$ cat src/rtl/irq_agg_pkg.sv
package irq_agg_pkg;

    localparam int unsigned STAT_W = 22;

    typedef enum logic [1:0] {
        SEL_CAPT  = 2'd0,
        SEL_STAT  = 2'd1,
        SEL_SIGM  = 2'd2,
        SEL_CLEAR = 2'd3
    } chan_sel_e;

    typedef enum logic {
        IRQ_IDLE   = 1'b0,
        IRQ_ACTIVE = 1'b1
    } irq_state_e;

    // Implemented positions: completion pair and two error ranges.
    function automatic logic [STAT_W-1:0] impl_bits();
        logic [STAT_W-1:0] m;
        for (int i = 0; i < int'(STAT_W); i++) begin
            m[i] = (i <= 1) || (i >= 5 && i <= 14) || (i >= 16 && i <= 21);
        end
        return m;
    endfunction

    localparam logic [STAT_W-1:0] IMPL_MASK = impl_bits();

endpackage

$ cat src/rtl/irq_chan_regs.sv
module irq_chan_regs
    import irq_agg_pkg::*;
(
    input  logic              clk,
    input  logic              rst_n,
    input  logic [STAT_W-1:0] evt,
    input  logic              capt_we,
    input  logic              sigm_we,
    input  logic              clr_we,
    input  logic [STAT_W-1:0] wdata,
    output logic [STAT_W-1:0] capt_q,
    output logic [STAT_W-1:0] sigm_q,
    output logic [STAT_W-1:0] stat_q,
    output logic              pend
);

    logic [STAT_W-1:0] clr_bits;
    logic [STAT_W-1:0] set_bits;

    always_comb begin
        clr_bits = clr_we ? wdata : '0;
        set_bits = evt & capt_q & IMPL_MASK;
    end

    always_ff @(posedge clk) begin
        if (!rst_n) begin
            capt_q <= '0;
            sigm_q <= '0;
            stat_q <= '0;
        end else begin
            if (capt_we) capt_q <= wdata & IMPL_MASK;
            if (sigm_we) sigm_q <= wdata & IMPL_MASK;
            // set term applied after clear: a colliding event survives
            stat_q <= (stat_q & ~clr_bits) | set_bits;
        end
    end

    assign pend = |(stat_q & sigm_q);

endmodule

$ cat src/rtl/irq_line_fsm.sv
module irq_line_fsm
    import irq_agg_pkg::*;
(
    input  logic clk,
    input  logic rst_n,
    input  logic raise,
    output logic irq
);

    irq_state_e state_q, state_d;

    always_ff @(posedge clk) begin
        if (!rst_n) state_q <= IRQ_IDLE;
        else        state_q <= state_d;
    end

    always_comb begin
        state_d = state_q;
        unique case (state_q)
            IRQ_IDLE:   if (raise)  state_d = IRQ_ACTIVE;
            IRQ_ACTIVE: if (!raise) state_d = IRQ_IDLE;
            default:    state_d = IRQ_IDLE;
        endcase
    end

    always_comb begin
        irq = (state_q == IRQ_ACTIVE);
    end

endmodule

$ cat src/rtl/irq_aggregator.sv
module irq_aggregator
    import irq_agg_pkg::*;
#(
    parameter  int unsigned NCH  = 4,
    localparam int unsigned CH_W = (NCH > 1) ? $clog2(NCH) : 1,
    localparam int unsigned AW   = CH_W + 3
) (
    input  logic                  clk,
    input  logic                  rst_n,
    input  logic [NCH*STAT_W-1:0] evt_i,
    input  logic                  wr_en,
    input  logic [AW-1:0]         wr_addr,
    input  logic [STAT_W-1:0]     wr_data,
    input  logic [AW-1:0]         rd_addr,
    output logic [STAT_W-1:0]     rd_data,
    output logic                  dma_en,
    output logic                  irq
);

    logic [1:0]            ctrl_q;
    logic                  int_en;
    logic [NCH-1:0]        pend_vec;
    logic [NCH*STAT_W-1:0] capt_all;
    logic [NCH*STAT_W-1:0] sigm_all;
    logic [NCH*STAT_W-1:0] stat_all;

    logic                  wr_chan;
    logic [CH_W-1:0]       wr_ch;
    chan_sel_e             wr_sel;

    always_comb begin
        wr_chan = wr_en && !wr_addr[AW-1];
        wr_ch   = wr_addr[AW-2:2];
        wr_sel  = chan_sel_e'(wr_addr[1:0]);
    end

    always_ff @(posedge clk) begin
        if (!rst_n) begin
            ctrl_q <= '0;
        end else if (wr_en && wr_addr[AW-1] && !wr_addr[0]) begin
            ctrl_q <= wr_data[1:0];
        end
    end

    assign dma_en = ctrl_q[0];
    assign int_en = ctrl_q[1];

    for (genvar g = 0; g < int'(NCH); g++) begin : g_chan
        logic hit;
        assign hit = wr_chan && (wr_ch == CH_W'(g));

        irq_chan_regs u_regs (
            .clk     (clk),
            .rst_n   (rst_n),
            .evt     (evt_i[g*STAT_W +: STAT_W]),
            .capt_we (hit && (wr_sel == SEL_CAPT)),
            .sigm_we (hit && (wr_sel == SEL_SIGM)),
            .clr_we  (hit && (wr_sel == SEL_CLEAR)),
            .wdata   (wr_data),
            .capt_q  (capt_all[g*STAT_W +: STAT_W]),
            .sigm_q  (sigm_all[g*STAT_W +: STAT_W]),
            .stat_q  (stat_all[g*STAT_W +: STAT_W]),
            .pend    (pend_vec[g])
        );
    end

    irq_line_fsm u_line (
        .clk   (clk),
        .rst_n (rst_n),
        .raise (int_en && (|pend_vec)),
        .irq   (irq)
    );

    always_comb begin
        rd_data = '0;
        if (rd_addr[AW-1]) begin
            if (rd_addr[0]) rd_data[NCH-1:0] = pend_vec;
            else            rd_data[1:0]     = ctrl_q;
        end else begin
            for (int i = 0; i < int'(NCH); i++) begin
                if (rd_addr[AW-2:2] == CH_W'(i)) begin
                    unique case (chan_sel_e'(rd_addr[1:0]))
                        SEL_CAPT:  rd_data = capt_all[i*STAT_W +: STAT_W];
                        SEL_STAT:  rd_data = stat_all[i*STAT_W +: STAT_W];
                        SEL_SIGM:  rd_data = sigm_all[i*STAT_W +: STAT_W];
                        SEL_CLEAR: rd_data = '0;
                        default:   rd_data = '0;
                    endcase
                end
            end
        end
    end

endmodule

$ cat config.mk
export PLATFORM = sky130hd
export DESIGN_NAME = irq_aggregator
export DESIGN_NICKNAME = d
export VERILOG_FILES = /design/src/rtl/irq_agg_pkg.sv /design/src/rtl/irq_chan_regs.sv /design/src/rtl/irq_line_fsm.sv /design/src/rtl/irq_aggregator.sv
export SDC_FILE = /design/constraint.sdc
export NUM_CORES = 1
export LEC_CHECK = 0
export ABC_AREA = 1
export BUFFER_PORTS_ARGS = -buffer_cell sky130_fd_sc_hd__buf_4
export CAP_MARGIN = 25
export CORE_MARGIN = 5
export CORE_UTILIZATION = 63
export DETAILED_ROUTE_END_ITERATION = 10
export MAX_ROUTING_LAYER = met4
export PLACE_DENSITY = 0.87
export SKIP_CTS_REPAIR_TIMING = 1
export SYNTH_ARGS = -nofsm -noshare
export SYNTH_HDL_FRONTEND = slang
export SYNTH_SLANG_ARGS = --single-unit
$ cat constraint.sdc
create_clock -name clk -period 3.2 [get_ports clk]
set_input_delay 0.48 -clock clk [delete_from_list [all_inputs] [get_ports clk]]
set_output_delay 0.48 -clock clk [all_outputs]
set_load 0.1 [all_outputs]
==> results.py <==
metrics = {
    "power_and_ir_drop": {
        "swShare_pct": 26.1,
        "ir_worst_vdd_mv": 0.471,
        "leakage_uw": 0.00526,
        "clkPwrFrac_pct": 44.1,
        "p_per_area_mw_per_mm2": 513,
        "power_frac_seq_pct": 44.1,
        "p_int_uw": 4970,
        "power_uw": 6730,
        "p_switching_uw": 1760,
        "power_frac_comb_pct": 11.8,
    },
    "routing": {
        "drt_iter0_drc": 1905,
        "drc": 0,
        "wirelength_mm": 41.7,
        "dr_total_vias": 12600,
        "ant_nets": 0,
        "routedWlPerCell_um": 21.0,
        "firstDrtPassIters": 6,
        "viasPerCell": 6.36,
    },
    "clock_tree": {
        "clock-root-buffer": "clkbuf_16",
        "cts_sinks": 235,
        "cts.path.max_buffers": 3,
        "clock_latency_ns": 0.52,
        "ctsHtreeMaxLevel": 1,
        "cts_tree": "done",
        "path_clk_slew_ns": 0.06,
        "numCtsBuffers": 24,
    },
    "floorplan": {
        "dieArea_sq_mm": 0.0205,
        "io_pins": 147,
        "coreArea_sq_mm": 0.0174,
        "initial_core_util_pct": 64.4,
        "die_h_um": 143,
        "fp-row-count": 48,
        "die_w_um": 143,
    },
    "critical_path": {
        "startpoint": "rd_addr[1]",
        "worstPathMaxFanout": 20,
        "rr_startpoint": "g_chan[0].u_regs.stat_q[13]",
        "crit_top_cell": "buf_4",
        "rr_endpoint": "u_line.irq",
        "slowest_stage": "buf_4",
        "worstSetupStartpointType": "primary input",
        "path_class": "in2out",
        "arrival_ns": 2.36,
        "rrSetupSlack_ns": 1.90,
        "end_kind": "output pin",
        "crit_required_ns": 2.72,
        "slowest_delay_ns": 0.37,
        "critical_path.cell_chain": "buf_4 > buf_4 > nor2_2 > buf_4 > nand2_1 > nand3_1 > nand3_1 > a21oi_1 > buf_4",
        "rr_worst_depth": 8,
    },
    "finish": {
        "final_nets": 1862,
        "n_antenna_cell": 0,
        "synthToLayoutAreaGrowth_pct": 17.4,
        "final_cell_count_no_fill": 1980,
        "fin_area_sq_mm": 0.0131,
        "drive_gt1_share_pct": 14.2,
        "fillers": 1378,
    },
    "placement": {
        "port_buffers": 130,
        "dp.cells": 1938,
        "placed_area_sq_mm": 0.0123,
        "hpwl_mm": 28.2,
        "pre_cts_slack_ns": 0.476,
        "place.gp.congestion": 0.994,
    },
    "yosys": {
        "ys.flop_type": "dfxtp_1",
        "synth.largest_area_cell": "dfxtp_1",
        "synthCells": 1649,
        "seq_area_frac_synth_pct": 42.1,
        "synth.area.top_cells": "dfxtp_1 (42%), nand2_1 (17%), a21oi_1 (11%), o21ai_0 (7.4%), nand3_1 (5.0%)",
        "synthArstFlopShare_pct": 0,
        "yosys.area.top_type_share_pct": 42.1,
        "syn_area_sq_mm": 0.0112,
        "avgSynthCellArea_sq_um": 6.78,
        "yosys_warnings": 0,
        "syn-num-nets": 1772,
        "synth_cell_types": 32,
        "synth_edf_count": 0,
        "ys_ff_latch": 235,
    },
    "sta": {
        "maxSlewViolCount": 0,
        "setup_viol_count_final": 0,
        "maxSlewHeadroom_pct": 40.1,
        "finalClockSkew_ns": 0.0141,
        "fin_crit_ns": 2.84,
        "fin_crit_sh_pct": 88.9,
        "worstMarginPinSlew_ns": 0.897,
        "finalHoldViolations": 0,
        "max_freq_ghz": 0.351,
        "hold_slack_ns": 0.215,
        "fin_ws_ns": 0.355,
        "grt_setup_unrepaired": "false",
    },
    "global_route": {
        "grt_pass1_vias": 11700,
        "grt_pass1_wl_mm": 63.6,
        "grt_overflow": 0,
        "antenna_found_initial": 0,
        "grt_max_degree": 76,
        "track_usage_pct": 41.0,
    },
    "worst_hold_path": {
        "worst_hold_path_type": "in2reg",
        "hold_depth": 3,
        "hold_path_end": "g_chan[3].u_regs.stat_q[0]",
        "min_from": "evt_i[66]",
    },
    "job": {
        "maxCapViolCount": 0,
    },
    "outcome": {
        "status": "completed",
    },
}
==> synth_stat cells, types with 4 or more instances <==
cell type and n:
a21oi_1 249, a22oi_1 8, buf_2 21, buf_6 9, clkbuf_1 71, dfxtp_1 235
inv_1 103, inv_2 6, nand2_1 498, nand3_1 112, nand4_1 5, nor2_1 67
nor2_2 4, nor3_4 4, o211ai_1 30, o21ai_0 166, o21ai_1 19, o21ai_2 18
==> per-stage QoR <==
| stage | setup TNS (ns) | util (%) |
|---|---|---|
| after floorplan | -0.0882 | - |
| after global placement | 0 | 70.9 |
| after detailed placement | 0 | 70.9 |
| after CTS | 0 | 75.6 |
| after global routing | 0 | 75.6 |
| final | 0 | 75.6 |
==> cell families (layout without fill, tap and decap cells) <==
family | after synthesis | after routing | share of synthesized area [%]
buffers and inverters | 217 | 323 | 8.22
flip-flops | 235 | 235 | 42.1
AO/OA/AOI/OAI | 499 | 499 | 24.0
AND/OR/NAND/NOR | 698 | 698 | 25.7
==> metal layers <==
| metal | track usage, % | vias to the layer above | share of wire [%] |
|---|---|---|---|
| met4 | 20.2 | 0 | 6.1 |
| met3 | 10.0 | 218 | 16 |
| met1 | 52.2 | 5671 | 35 |
| met2 | 61.1 | 1061 | 43 |
| li1 | - | 5633 | - |
| met5 | - | - | 0 |
==> worst max-delay path, delay by kind of cell <==
family | cells | cell delay, ns
compound gates | 1 | 0.33
simple gates | 4 | 0.46
buf+inv | 4 | 1.08
==> sequential cells by signal, summed over array words and instances (netlist names) <==
register / flops
g_chan.u_regs.capt_q: 72
u_line.irq: 1
g_chan.u_regs.stat_q: 88
g_chan.u_regs.sigm_q: 72
ctrl_q: 2
==> power groups by stage <==
stage / Clock (uW) / Combinational, uW / Sequential, uW
floorplan: 0 / 415 / 3030
global placement: 0 / 751 / 3030
detailed placement: 0 / 758 / 3030
CTS: 2960 / 763 / 2970
global route: 3080 / 818 / 2970
finish: 2970 / 797 / 2970
==> layout by cell type, fill, tap and decap left out, drive strengths merged, types with 4 or more instances in the layout <==
cell type  Yosys  routed
nand2        503     503
a21oi        250     250
dfxtp        235     235
o21ai        203     203
buf           36     171
nand3        112     112
inv          109     109
nor2          72      72
clkbuf        71      36
o211ai        30      30
a22oi          8       8
nand4          5       5
nor3           5       5
clkinv         1       4
==> area by class of cell <==
type	instances	area [sq um]	area share, %
multi-input cells	1197	5580	42.5
flip-flops and latches	235	4700	35.8
repair buffers	171	1320	10.1
clock buffers	36	727	5.54
inverters	110	415	3.16
well taps	225	282	2.14
clock inverters	6	105	0.800
==> worst max-delay path by stage <==
stage	to	slack [ns]	cells after the start
after detailed placement	rd_data[9]	0.48	11
final	rd_data[7]	0.36	9
after CTS	rd_data[11]	0.46	10
after floorplan	rd_data[21]	-0.04	7
after global placement	rd_data[10]	0.49	11
after global routing	rd_data[9]	0.35	11
No activity file was read; power rests on OpenSTA's default activity.
